`config.mk`:
```
export PLATFORM = sky130hd
export DESIGN_NAME = tdm_tx
export DESIGN_NICKNAME = d
export VERILOG_FILES = /design/src/rtl/tdm_tx_pkg.sv /design/src/rtl/tdm_tx_ctrl.sv /design/src/rtl/tdm_tx_dpath.sv /design/src/rtl/tdm_tx.sv
export SDC_FILE = /design/constraint.sdc
export NUM_CORES = 1
export LEC_CHECK = 0
export CORE_AREA = 8 8 78 80
export CTS_CLUSTER_SIZE = 40
export DETAILED_ROUTE_END_ITERATION = 16
export DIE_AREA = 0 0 86 88
export HOLD_SLACK_MARGIN = 0.15
export PLACE_DENSITY = 0.77
export SLEW_MARGIN = 5
export SYNTH_ARGS = -nofsm -noshare
export SYNTH_HDL_FRONTEND = slang
export SYNTH_HIERARCHICAL = 1
export SYNTH_SLANG_ARGS = --single-unit
```
`constraint.sdc`:
```
create_clock -name clk -period 8.3 [get_ports clk]
set_input_delay 1.66 -clock clk [delete_from_list [all_inputs] [get_ports clk]]
set_output_delay 1.66 -clock clk [all_outputs]
set_load 0.02 [all_outputs]
```
`src/rtl/tdm_tx_pkg.sv`:
```
package tdm_tx_pkg;
  // Bit positions inside the format field
  localparam int FMT_EARLY_BIT = 0;
  localparam int FMT_SHORT_BIT = 1;
  localparam int FMT_RIGHT_BIT = 2;

  typedef enum logic [2:0] {
    FMT_LJ   = 3'b000,
    FMT_I2S  = 3'b001,
    FMT_DSPB = 3'b010,
    FMT_DSPA = 3'b011,
    FMT_RJ   = 3'b100
  } fmt_e;

  // Strobes from control to datapath
  typedef struct packed {
    logic loadSlot;  // a new slot starts at this edge
    logic slotOn;    // that slot is enabled by the mask
  } tx_strobe_t;
endpackage

```
`src/rtl/tdm_tx_ctrl.sv`:
```
module tdm_tx_ctrl
  import tdm_tx_pkg::*;
#(
  parameter int SLOT_W_MAX = 32,
  parameter int SLOTS_MAX  = 8,
  parameter int DEF_SLOTS  = 2,
  localparam int SI_W = (SLOTS_MAX > 1) ? $clog2(SLOTS_MAX) : 1,
  localparam int BI_W = $clog2(SLOT_W_MAX),
  localparam int SC_W = $clog2(SLOTS_MAX + 1),
  localparam int BC_W = $clog2(SLOT_W_MAX + 1)
) (
  input  logic                 clk,
  input  logic                 rst,
  input  logic                 enable,
  input  logic [2:0]           cfgFmt,
  input  logic [SC_W-1:0]      cfgSlots,
  input  logic [BC_W-1:0]      cfgSlotBits,
  input  logic                 cfgClkInv,
  input  logic                 cfgFsInv,
  input  logic [SLOTS_MAX-1:0] slotMask,
  output tx_strobe_t           strb,
  output logic [BI_W-1:0]      bitIdx,
  output logic                 sclkOut,
  output logic                 fsOut,
  output logic                 wordReady,
  output logic                 lastSlot
);
  logic [SC_W-1:0] effSlots;
  logic [SI_W-1:0] lastSlotIdx, slotIdx, nxtSlot, refSlot;
  logic [BI_W-1:0] lastBitIdx, nxtBit, refBit;
  logic half, warm, endOfSlot, endOfFrame, advance, fsAct, baseLow;

  assign effSlots    = (cfgSlots == '0) ? SC_W'(DEF_SLOTS) : cfgSlots;
  assign lastSlotIdx = SI_W'(effSlots - SC_W'(1));
  assign lastBitIdx  = BI_W'(cfgSlotBits - BC_W'(1));

  assign endOfSlot  = (bitIdx == lastBitIdx);
  assign endOfFrame = endOfSlot && (slotIdx == lastSlotIdx);

  always_comb begin
    nxtBit  = endOfSlot ? '0 : bitIdx + BI_W'(1);
    nxtSlot = slotIdx;
    if (endOfSlot) nxtSlot = endOfFrame ? '0 : slotIdx + SI_W'(1);
  end

  // A bit ends on the second half of its period
  assign advance       = enable && half;
  assign strb.loadSlot = advance && (nxtBit == '0);
  assign strb.slotOn   = slotMask[nxtSlot];
  assign wordReady     = strb.loadSlot && strb.slotOn;

  // Frame sync: early styles look one bit ahead
  assign refSlot = cfgFmt[FMT_EARLY_BIT] ? nxtSlot : slotIdx;
  assign refBit  = cfgFmt[FMT_EARLY_BIT] ? nxtBit  : bitIdx;
  assign fsAct   = enable && (refSlot == '0) &&
                   (!cfgFmt[FMT_SHORT_BIT] || (refBit == '0));
  assign baseLow = cfgFmt[FMT_EARLY_BIT] && !cfgFmt[FMT_SHORT_BIT];
  assign fsOut   = fsAct ^ baseLow ^ cfgFsInv;
  assign sclkOut = half ^ cfgClkInv;

  always_ff @(posedge clk) begin
    if (rst || !enable) begin
      // Park on the last bit so the lead-in bit precedes frame 0
      half     <= 1'b0;
      warm     <= 1'b0;
      bitIdx   <= lastBitIdx;
      slotIdx  <= lastSlotIdx;
      lastSlot <= 1'b0;
    end else begin
      half     <= !half;
      lastSlot <= advance && warm && endOfFrame;
      if (advance) begin
        bitIdx  <= nxtBit;
        slotIdx <= nxtSlot;
        warm    <= 1'b1;
      end
    end
  end
endmodule

```
`src/rtl/tdm_tx_dpath.sv`:
```
module tdm_tx_dpath
  import tdm_tx_pkg::*;
#(
  parameter int WORD_W     = 16,
  parameter int SLOT_W_MAX = 32,
  localparam int BI_W = $clog2(SLOT_W_MAX),
  localparam int BC_W = $clog2(SLOT_W_MAX + 1)
) (
  input  logic              clk,
  input  logic              rst,
  input  logic              enable,
  input  tx_strobe_t        strb,
  input  logic [BI_W-1:0]   bitIdx,
  input  logic [BC_W-1:0]   cfgSlotBits,
  input  logic              rightJust,
  input  logic [WORD_W-1:0] wordData,
  input  logic              wordValid,
  input  logic              urClear,
  output logic              sdOut,
  output logic              underrun
);
  logic [WORD_W-1:0] holdWord, aligned;
  logic [BC_W-1:0]   bitPos, pad, pos;
  logic              live, inWord;

  always_ff @(posedge clk) begin
    if (rst || !enable) begin
      holdWord <= '0;
      live     <= 1'b0;
    end else if (strb.loadSlot) begin
      live     <= strb.slotOn;
      holdWord <= (strb.slotOn && wordValid) ? wordData : '0;
    end
  end

  always_ff @(posedge clk) begin
    if (rst) underrun <= 1'b0;
    else if (enable && strb.loadSlot && strb.slotOn && !wordValid) underrun <= 1'b1;
    else if (urClear) underrun <= 1'b0;
  end

  // Place the sample at the slot start or its end, MSB first
  always_comb begin
    bitPos = BC_W'(bitIdx);
    pad    = cfgSlotBits - BC_W'(WORD_W);
    if (rightJust) begin
      inWord = (bitPos >= pad);
      pos    = bitPos - pad;
    end else begin
      inWord = (bitPos < BC_W'(WORD_W));
      pos    = bitPos;
    end
    aligned = holdWord << pos;
  end

  assign sdOut = enable && live && inWord && aligned[WORD_W-1];
endmodule

```
`src/rtl/tdm_tx.sv`:
```
module tdm_tx
  import tdm_tx_pkg::*;
#(
  parameter int WORD_W     = 16,
  parameter int SLOT_W_MAX = 32,
  parameter int SLOTS_MAX  = 8,
  parameter int DEF_SLOTS  = 2,
  localparam int SC_W = $clog2(SLOTS_MAX + 1),
  localparam int BC_W = $clog2(SLOT_W_MAX + 1),
  localparam int BI_W = $clog2(SLOT_W_MAX)
) (
  input  logic                 clk,
  input  logic                 rst,
  input  logic                 enable,
  input  logic [2:0]           cfgFmt,
  input  logic [SC_W-1:0]      cfgSlots,
  input  logic [BC_W-1:0]      cfgSlotBits,
  input  logic                 cfgClkInv,
  input  logic                 cfgFsInv,
  input  logic [SLOTS_MAX-1:0] slotMask,
  input  logic [WORD_W-1:0]    wordData,
  input  logic                 wordValid,
  output logic                 wordReady,
  input  logic                 urClear,
  output logic                 sclkOut,
  output logic                 fsOut,
  output logic                 sdOut,
  output logic                 lastSlot,
  output logic                 underrun
);
  tx_strobe_t      strb;
  logic [BI_W-1:0] bitIdx;

  tdm_tx_ctrl #(
    .SLOT_W_MAX(SLOT_W_MAX), .SLOTS_MAX(SLOTS_MAX), .DEF_SLOTS(DEF_SLOTS)
  ) u_ctrl (
    .clk(clk), .rst(rst), .enable(enable), .cfgFmt(cfgFmt),
    .cfgSlots(cfgSlots), .cfgSlotBits(cfgSlotBits),
    .cfgClkInv(cfgClkInv), .cfgFsInv(cfgFsInv), .slotMask(slotMask),
    .strb(strb), .bitIdx(bitIdx), .sclkOut(sclkOut), .fsOut(fsOut),
    .wordReady(wordReady), .lastSlot(lastSlot)
  );

  tdm_tx_dpath #(
    .WORD_W(WORD_W), .SLOT_W_MAX(SLOT_W_MAX)
  ) u_dpath (
    .clk(clk), .rst(rst), .enable(enable), .strb(strb), .bitIdx(bitIdx),
    .cfgSlotBits(cfgSlotBits), .rightJust(cfgFmt[FMT_RIGHT_BIT]),
    .wordData(wordData), .wordValid(wordValid), .urClear(urClear),
    .sdOut(sdOut), .underrun(underrun)
  );
endmodule

```
==> results.sh, run 1 <==
export IMPL_synth_common_cells="29 x nor2_1, 27 x a21oi_1, 21 x dfxtp_1, 21 x nor2b_1, 15 x xnor2_1"
export IMPL_stdcell_area_sq_mm=0.00295
export IMPL_power_density_mw_per_mm2=153
export IMPL_postCtsHoldBufs=0
export IMPL_insertion_delay_ns=0.28
export IMPL_drt_iter0_markers=175
export IMPL_fin_cells=376
export IMPL_grt_overflow=0
export IMPL_num_vias=2038
export IMPL_netlist_area_sq_mm=0.00234
export IMPL_core_sq_mm=0.00491
export IMPL_hp_class="reg -> reg"
export IMPL_syn_area_per_cell_sq_um=8.91
export IMPL_grt_pass1_wl_um=9200
export IMPL_fin_ws_ns=1.67
export IMPL_finalSetupViolations=0
export IMPL_finalWirelength_um=5630
export IMPL_report_final_slew_viol_count=0
export IMPL_synth_ff_type="dfxtp_1"
export IMPL_ys_seq_area_share_pct=28.2
export IMPL_end_kind="primary output"
export IMPL_final_setup_tns_ns=0
export IMPL_post_route_util_pct=60.1
export IMPL_antenna_found_initial=0
export IMPL_drt_pass1_iter_count=4
export IMPL_die_area_sq_mm=0.00757
export IMPL_routedWlPerCell_um=15.0
export IMPL_track_usage_pct=15.1
export IMPL_ys_async_sr_fraction_pct=0
export IMPL_cts_max_path_buffers=2
export IMPL_slew_headroom_pct=58.3
export IMPL_synth_edf_count=8
export IMPL_yosysWarnings=6
export IMPL_layout_drive_gt1_share_pct=8.50
export IMPL_finalClockSkew_ns=0.00327
export IMPL_num_rows=26
export IMPL_startpoint_type="input port"
export IMPL_dpl_cell_area_sq_mm=0.00284
export IMPL_tightest_slew_ns=0.625
export IMPL_peakVddDrop_mv=0.111
export IMPL_synth_cell_types=66
export IMPL_finalCritPeriodShare_pct=79.8
export IMPL_num_io_pins=50
export IMPL_dp_cells=368
export IMPL_die_h_um=88
export IMPL_rsz0062_at_grt="no"
export IMPL_synth_top_area_share_pct=17.9
export IMPL_final_net_count=358
export IMPL_cts_resized=0
export IMPL_synth_area_leaders="dfxtp_1 18%, edfxtp_1 10%, a21oi_1 5.8%"
export IMPL_synth_seq_cells=29
export IMPL_path_class="in -> out"
export IMPL_max_cap_violations=0
export IMPL_grt_max_degree=20
export IMPL_numCtsBuffers=5
export IMPL_via_per_inst=5.42
export IMPL_min_period_ns=6.63
export IMPL_clk_transition_reported_paths_ns=0.07
export IMPL_place_ws_ns=1.69
export IMPL_diodes=0
export IMPL_cts_root_buf="clkbuf_8"
export IMPL_leakage_nw=1.16
export IMPL_hold_violations=0
export IMPL_ant_nets=0
export IMPL_synthesis_nets=316
export IMPL_die_x_um=86
export IMPL_cts_setup_buffers=0
export IMPL_initial_core_util_pct=47.7
export IMPL_yosysTopAreaCell="dfxtp_1"
export IMPL_port_buffers=49
export IMPL_place_congestion=0.849
export IMPL_cp_max_fo=17
export IMPL_cts_sinks=29
export IMPL_worst_ep_required_time_ns=6.64
export IMPL_cp_arrival_ns=4.97
export IMPL_yosysMostFrequentCell="nor2_1"
export IMPL_area_growth_pct=26.0
export IMPL_fmax_ghz=0.151
export IMPL_first_global_vias=1987
export IMPL_cts_tree="yes"
export IMPL_dp_hpwl_um=4220
export IMPL_synthCells=263
export IMPL_cts_htree_levels=2
export IMPL_status="complete, no violations"
export IMPL_route_detailed_drc=0
## path summary, 6_finish.rpt
path / depth (start not counted) / to / slack (ns) / startpoint
setup / recovery: 12 / wordReady / 1.67 / cfgSlotBits[0]
hold / removal: 2 / u_dpath/underrun / 0.48 / u_dpath/underrun
setup reg to reg: 11 / u_dpath/holdWord[2] / 5.05 / u_ctrl/bitIdx[4]
hold reg to reg: 2 / u_dpath/underrun / 0.48 / u_dpath/underrun
## cell families (layout without fill, tap and decap cells)
logic type                 after synthesis  in the layout  synth area share (%)
adders and majority gates                9              9                  5.13
muxes                                   17             17                  10.6
DFF                                     29             29                  28.2
and+or+nand+nor                         98             98                  23.0
buffers and inverters                   27             70                  5.39
xor gates and xnor gates                22             22                  9.13
AOI/OAI and AO/OA                       61             61                  18.5
## cell type report
class                      count  area (sq um)
sequential                    29           661
clock buffer                   5          68.8
tap                           70          87.6
timing repair buffer          49           490
fill                         432          1960
multi-input combinational    207          1560
clock inverter                 3          40.0
inverter                      13          48.8
## cell usage in the layout (no fill, tap or decap), types with 2 or more instances in the layout
cell / Yosys / routed
o31ai_1: 2 / 2
nand3b_1: 3 / 3
mux4_1: 3 / 3
a21oi_4: 2 / 2
and2_1: 2 / 2
nand3_1: 7 / 7
clkdlybuf4s50_1: 0 / 49
nor3_1: 3 / 3
and3_1: 3 / 3
a21oi_1: 27 / 27
mux2_2: 2 / 2
mux2_4: 2 / 2
clkbuf_8: 0 / 5
xnor2_1: 15 / 15
nor2_1: 29 / 29
inv_1: 13 / 13
mux2i_1: 8 / 8
o22ai_1: 2 / 2
edfxtp_1: 8 / 8
o21ai_0: 8 / 8
nor2b_1: 21 / 21
xor2_1: 5 / 5
dfxtp_1: 21 / 21
ha_1: 8 / 8
a31oi_1: 2 / 2
nand2_1: 14 / 14
nand2b_1: 4 / 4
## through the flow
stage          total power, mW  hold WS (ns)
2_1_floorplan            0.267         0.428
3_3_place_gp             0.306         0.451
3_5_place_dp             0.308         0.449
4_1_cts                  0.456         0.480
5_1_grt                  0.478         0.500
6_report                 0.453         0.480
## report_power, final
group | internal (mW) | switching, mW | total (mW)
Clock | 0.0885 | 0.0572 | 0.146
Sequential | 0.153 | 0.0144 | 0.167
Combinational | 0.0724 | 0.0677 | 0.140
## critical path, cell delays in order
cell	delay, ns
clkdlybuf4s50_1	0.54
inv_1	0.08
ha_1	0.22
nor3b_2	0.18
xnor2_1	0.27
o2111ai_4	0.35
a21oi_4	0.27
nand3b_1	0.12
and2_1	0.23
nand3b_2	0.23
a31oi_1	0.19
clkdlybuf4s50_1	0.63
## layer usage
layer / routed length (um) / part of all wire [%] / up-vias / track usage [%]
met5: 0 / 0 / - / 0
met4: 87 / 1.5 / 0 / 6.37
li1: - / - / 1017 / -
met2: 2740 / 49 / 65 / 23.9
met3: 340 / 6.0 / 7 / 3.75
met1: 2460 / 44 / 949 / 19.0
## state kept, by name, summed over array words and instances, names as in the netlist
name,flops
u_ctrl/slotIdx,3
u_dpath/live,1
u_ctrl/lastSlot,1
u_ctrl/half,1
u_ctrl/bitIdx,5
u_dpath/holdWord,16
u_ctrl/warm,1
u_dpath/underrun,1
Power figures use the tool's default switching activity.
==> run 2, diff against run 1 <==
Clock period 8.3 ns to 6.75 ns, I/O delays scaled along.
==> run 2 against run 1 <==
Against the previous run:
- global-route usage down 0.43 points
- die area did not move
- largest power group unchanged
- largest cell class unchanged
- clock power grew 11%
- non-clock buffer count unchanged
==> results.sh, run 2 (synthesized netlist as in run 1, its figures left out) <==
export IMPL_via_per_inst=5.36
export IMPL_grt_overflow=0
export IMPL_postCtsHoldBufs=0
export IMPL_first_global_vias=1940
export IMPL_insertion_delay_ns=0.28
export IMPL_place_congestion=0.849
export IMPL_cts_resized=0
export IMPL_die_x_um=86
export IMPL_fin_cells=376
export IMPL_cts_root_buf="clkbuf_8"
export IMPL_power_total_mw=0.540
export IMPL_drt_iter0_markers=150
export IMPL_num_io_pins=50
export IMPL_end_kind="primary output"
export IMPL_timing_rr_end="u_dpath/holdWord[14]"
export IMPL_min_period_ns=6.03
export IMPL_dpl_cell_area_sq_mm=0.00284
export IMPL_cp_arrival_ns=4.68
export IMPL_max_cap_violations=0
export IMPL_area_growth_pct=25.7
export IMPL_track_usage_pct=14.6
export IMPL_cts_max_path_buffers=2
export IMPL_finalWirelength_um=5550
export IMPL_final_cell_mix="49 x clkdlybuf4s50_1, 29 x nor2_1, 27 x a21oi_1"
export IMPL_ant_nets=0
export IMPL_initial_core_util_pct=47.7
export IMPL_peakVddDrop_mv=0.111
export IMPL_whs_ns=0.462
export IMPL_final_net_count=358
export IMPL_routedWlPerCell_um=14.8
export IMPL_clk_transition_reported_paths_ns=0.06
export IMPL_dp_hpwl_um=4240
export IMPL_num_rows=26
export IMPL_rr_worst_depth=11
export IMPL_cts_setup_buffers=0
export IMPL_route_detailed_drc=0
export IMPL_finalClockSkew_ns=0.00919
export IMPL_cts_tree="yes"
export IMPL_stdcell_area_sq_mm=0.00295
export IMPL_final_common_cell="clkdlybuf4s50_1"
export IMPL_rsz0062_at_grt="no"
export IMPL_core_sq_mm=0.00491
export IMPL_numCtsBuffers=5
export IMPL_rrSetupSlack_ns=3.45
export IMPL_regMostFlops="u_dpath/holdWord"
export IMPL_antenna_found_initial=0
export IMPL_min_to="u_ctrl/lastSlot"
export IMPL_dp_cells=368
export IMPL_die_area_sq_mm=0.00757
export IMPL_diodes=0
export IMPL_worstHoldStart="u_ctrl/warm"
export IMPL_finalCritPeriodShare_pct=89.4
export IMPL_fmax_ghz=0.166
export IMPL_largest_reg_flops=16
export IMPL_hold_path_depth=2
export IMPL_startpoint_type="input port"
export IMPL_cp_max_fo=17
export IMPL_cts_htree_levels=2
export IMPL_drt_pass1_iter_count=4
export IMPL_hold_violations=0
export IMPL_final_setup_tns_ns=0
export IMPL_path_class="in -> out"
export IMPL_die_h_um=88
export IMPL_finalSetupViolations=0
export IMPL_cts_sinks=29
export IMPL_worst_ep_required_time_ns=5.40
export IMPL_status="complete, no violations"
export IMPL_power_density_mw_per_mm2=183
export IMPL_leakage_nw=1.16
export IMPL_grt_pass1_wl_um=8960
export IMPL_layout_drive_gt1_share_pct=8.50
export IMPL_grt_max_degree=20
export IMPL_reg_largest_list="u_dpath/holdWord: 16 flops, u_ctrl/bitIdx: 5 flops, u_ctrl/slotIdx: 3 flops"
export IMPL_port_buffers=49
export IMPL_slew_headroom_pct=56.8
export IMPL_hp_class="reg -> reg"
export IMPL_tightest_slew_ns=0.641
export IMPL_r2r_start="u_ctrl/bitIdx[4]"
export IMPL_report_final_slew_viol_count=0
export IMPL_num_vias=2016
run 2: worst max-delay path by stage:
stage / end / cells past startpoint / from / slack [ns]
2_1_floorplan: wordReady / 10 / cfgSlotBits[0] / 2.06
3_3_place_gp: wordReady / 12 / cfgSlotBits[0] / 0.87
3_5_place_dp: wordReady / 12 / cfgSlotBits[0] / 0.76
4_1_cts: wordReady / 12 / cfgSlotBits[0] / 0.74
5_1_grt: wordReady / 12 / cfgSlotBits[0] / 0.53
6_report: wordReady / 12 / cfgSlotBits[0] / 0.72
run 2: area by class of cell:
type / count / area, sq um
sequential: 29 / 661
fill: 432 / 1970
multi-input combinational: 207 / 1560
clock buffer: 7 / 97.6
inverter: 13 / 48.8
timing repair buffer: 49 / 490
clock inverter: 1 / 5.00
tap: 70 / 87.6
run 2: per-layer routing:
metal  vias to the layer above  GRT usage [%]  part of all wire, %
li1                       1014              -                    -
met1                       960           18.2                   47
met2                        37           23.7                   48
met3                         5           3.85                  3.8
met4                         0           5.41                  1.1
met5                         -              0                    0
run 2: through the flow:
step	utilization [%]	worst slack (ns)
2_1_floorplan	-	2.06
3_3_place_gp	57.9	0.868
3_5_place_dp	57.9	0.764
4_1_cts	60.0	0.743
5_1_grt	60.0	0.534
6_report	60.0	0.715
run 2: critical path, cell delays in order:
cell and delay, ns:
clkdlybuf4s50_1 0.54, inv_1 0.08, ha_1 0.22, nor3b_2 0.18, xnor2_1 0.27, o2111ai_4 0.36, nand2_1 0.20, a21boi_1 0.39
and3_1 0.23, o31ai_2 0.07, a31oi_1 0.15, clkdlybuf4s50_1 0.63
run 2: power by group:
part	total, mW	internal [mW]	switching (mW)
registers	0.206	0.188	0.0176
logic	0.173	0.0891	0.0836
clock network	0.162	0.0944	0.0673
total	0.540	0.371	0.169
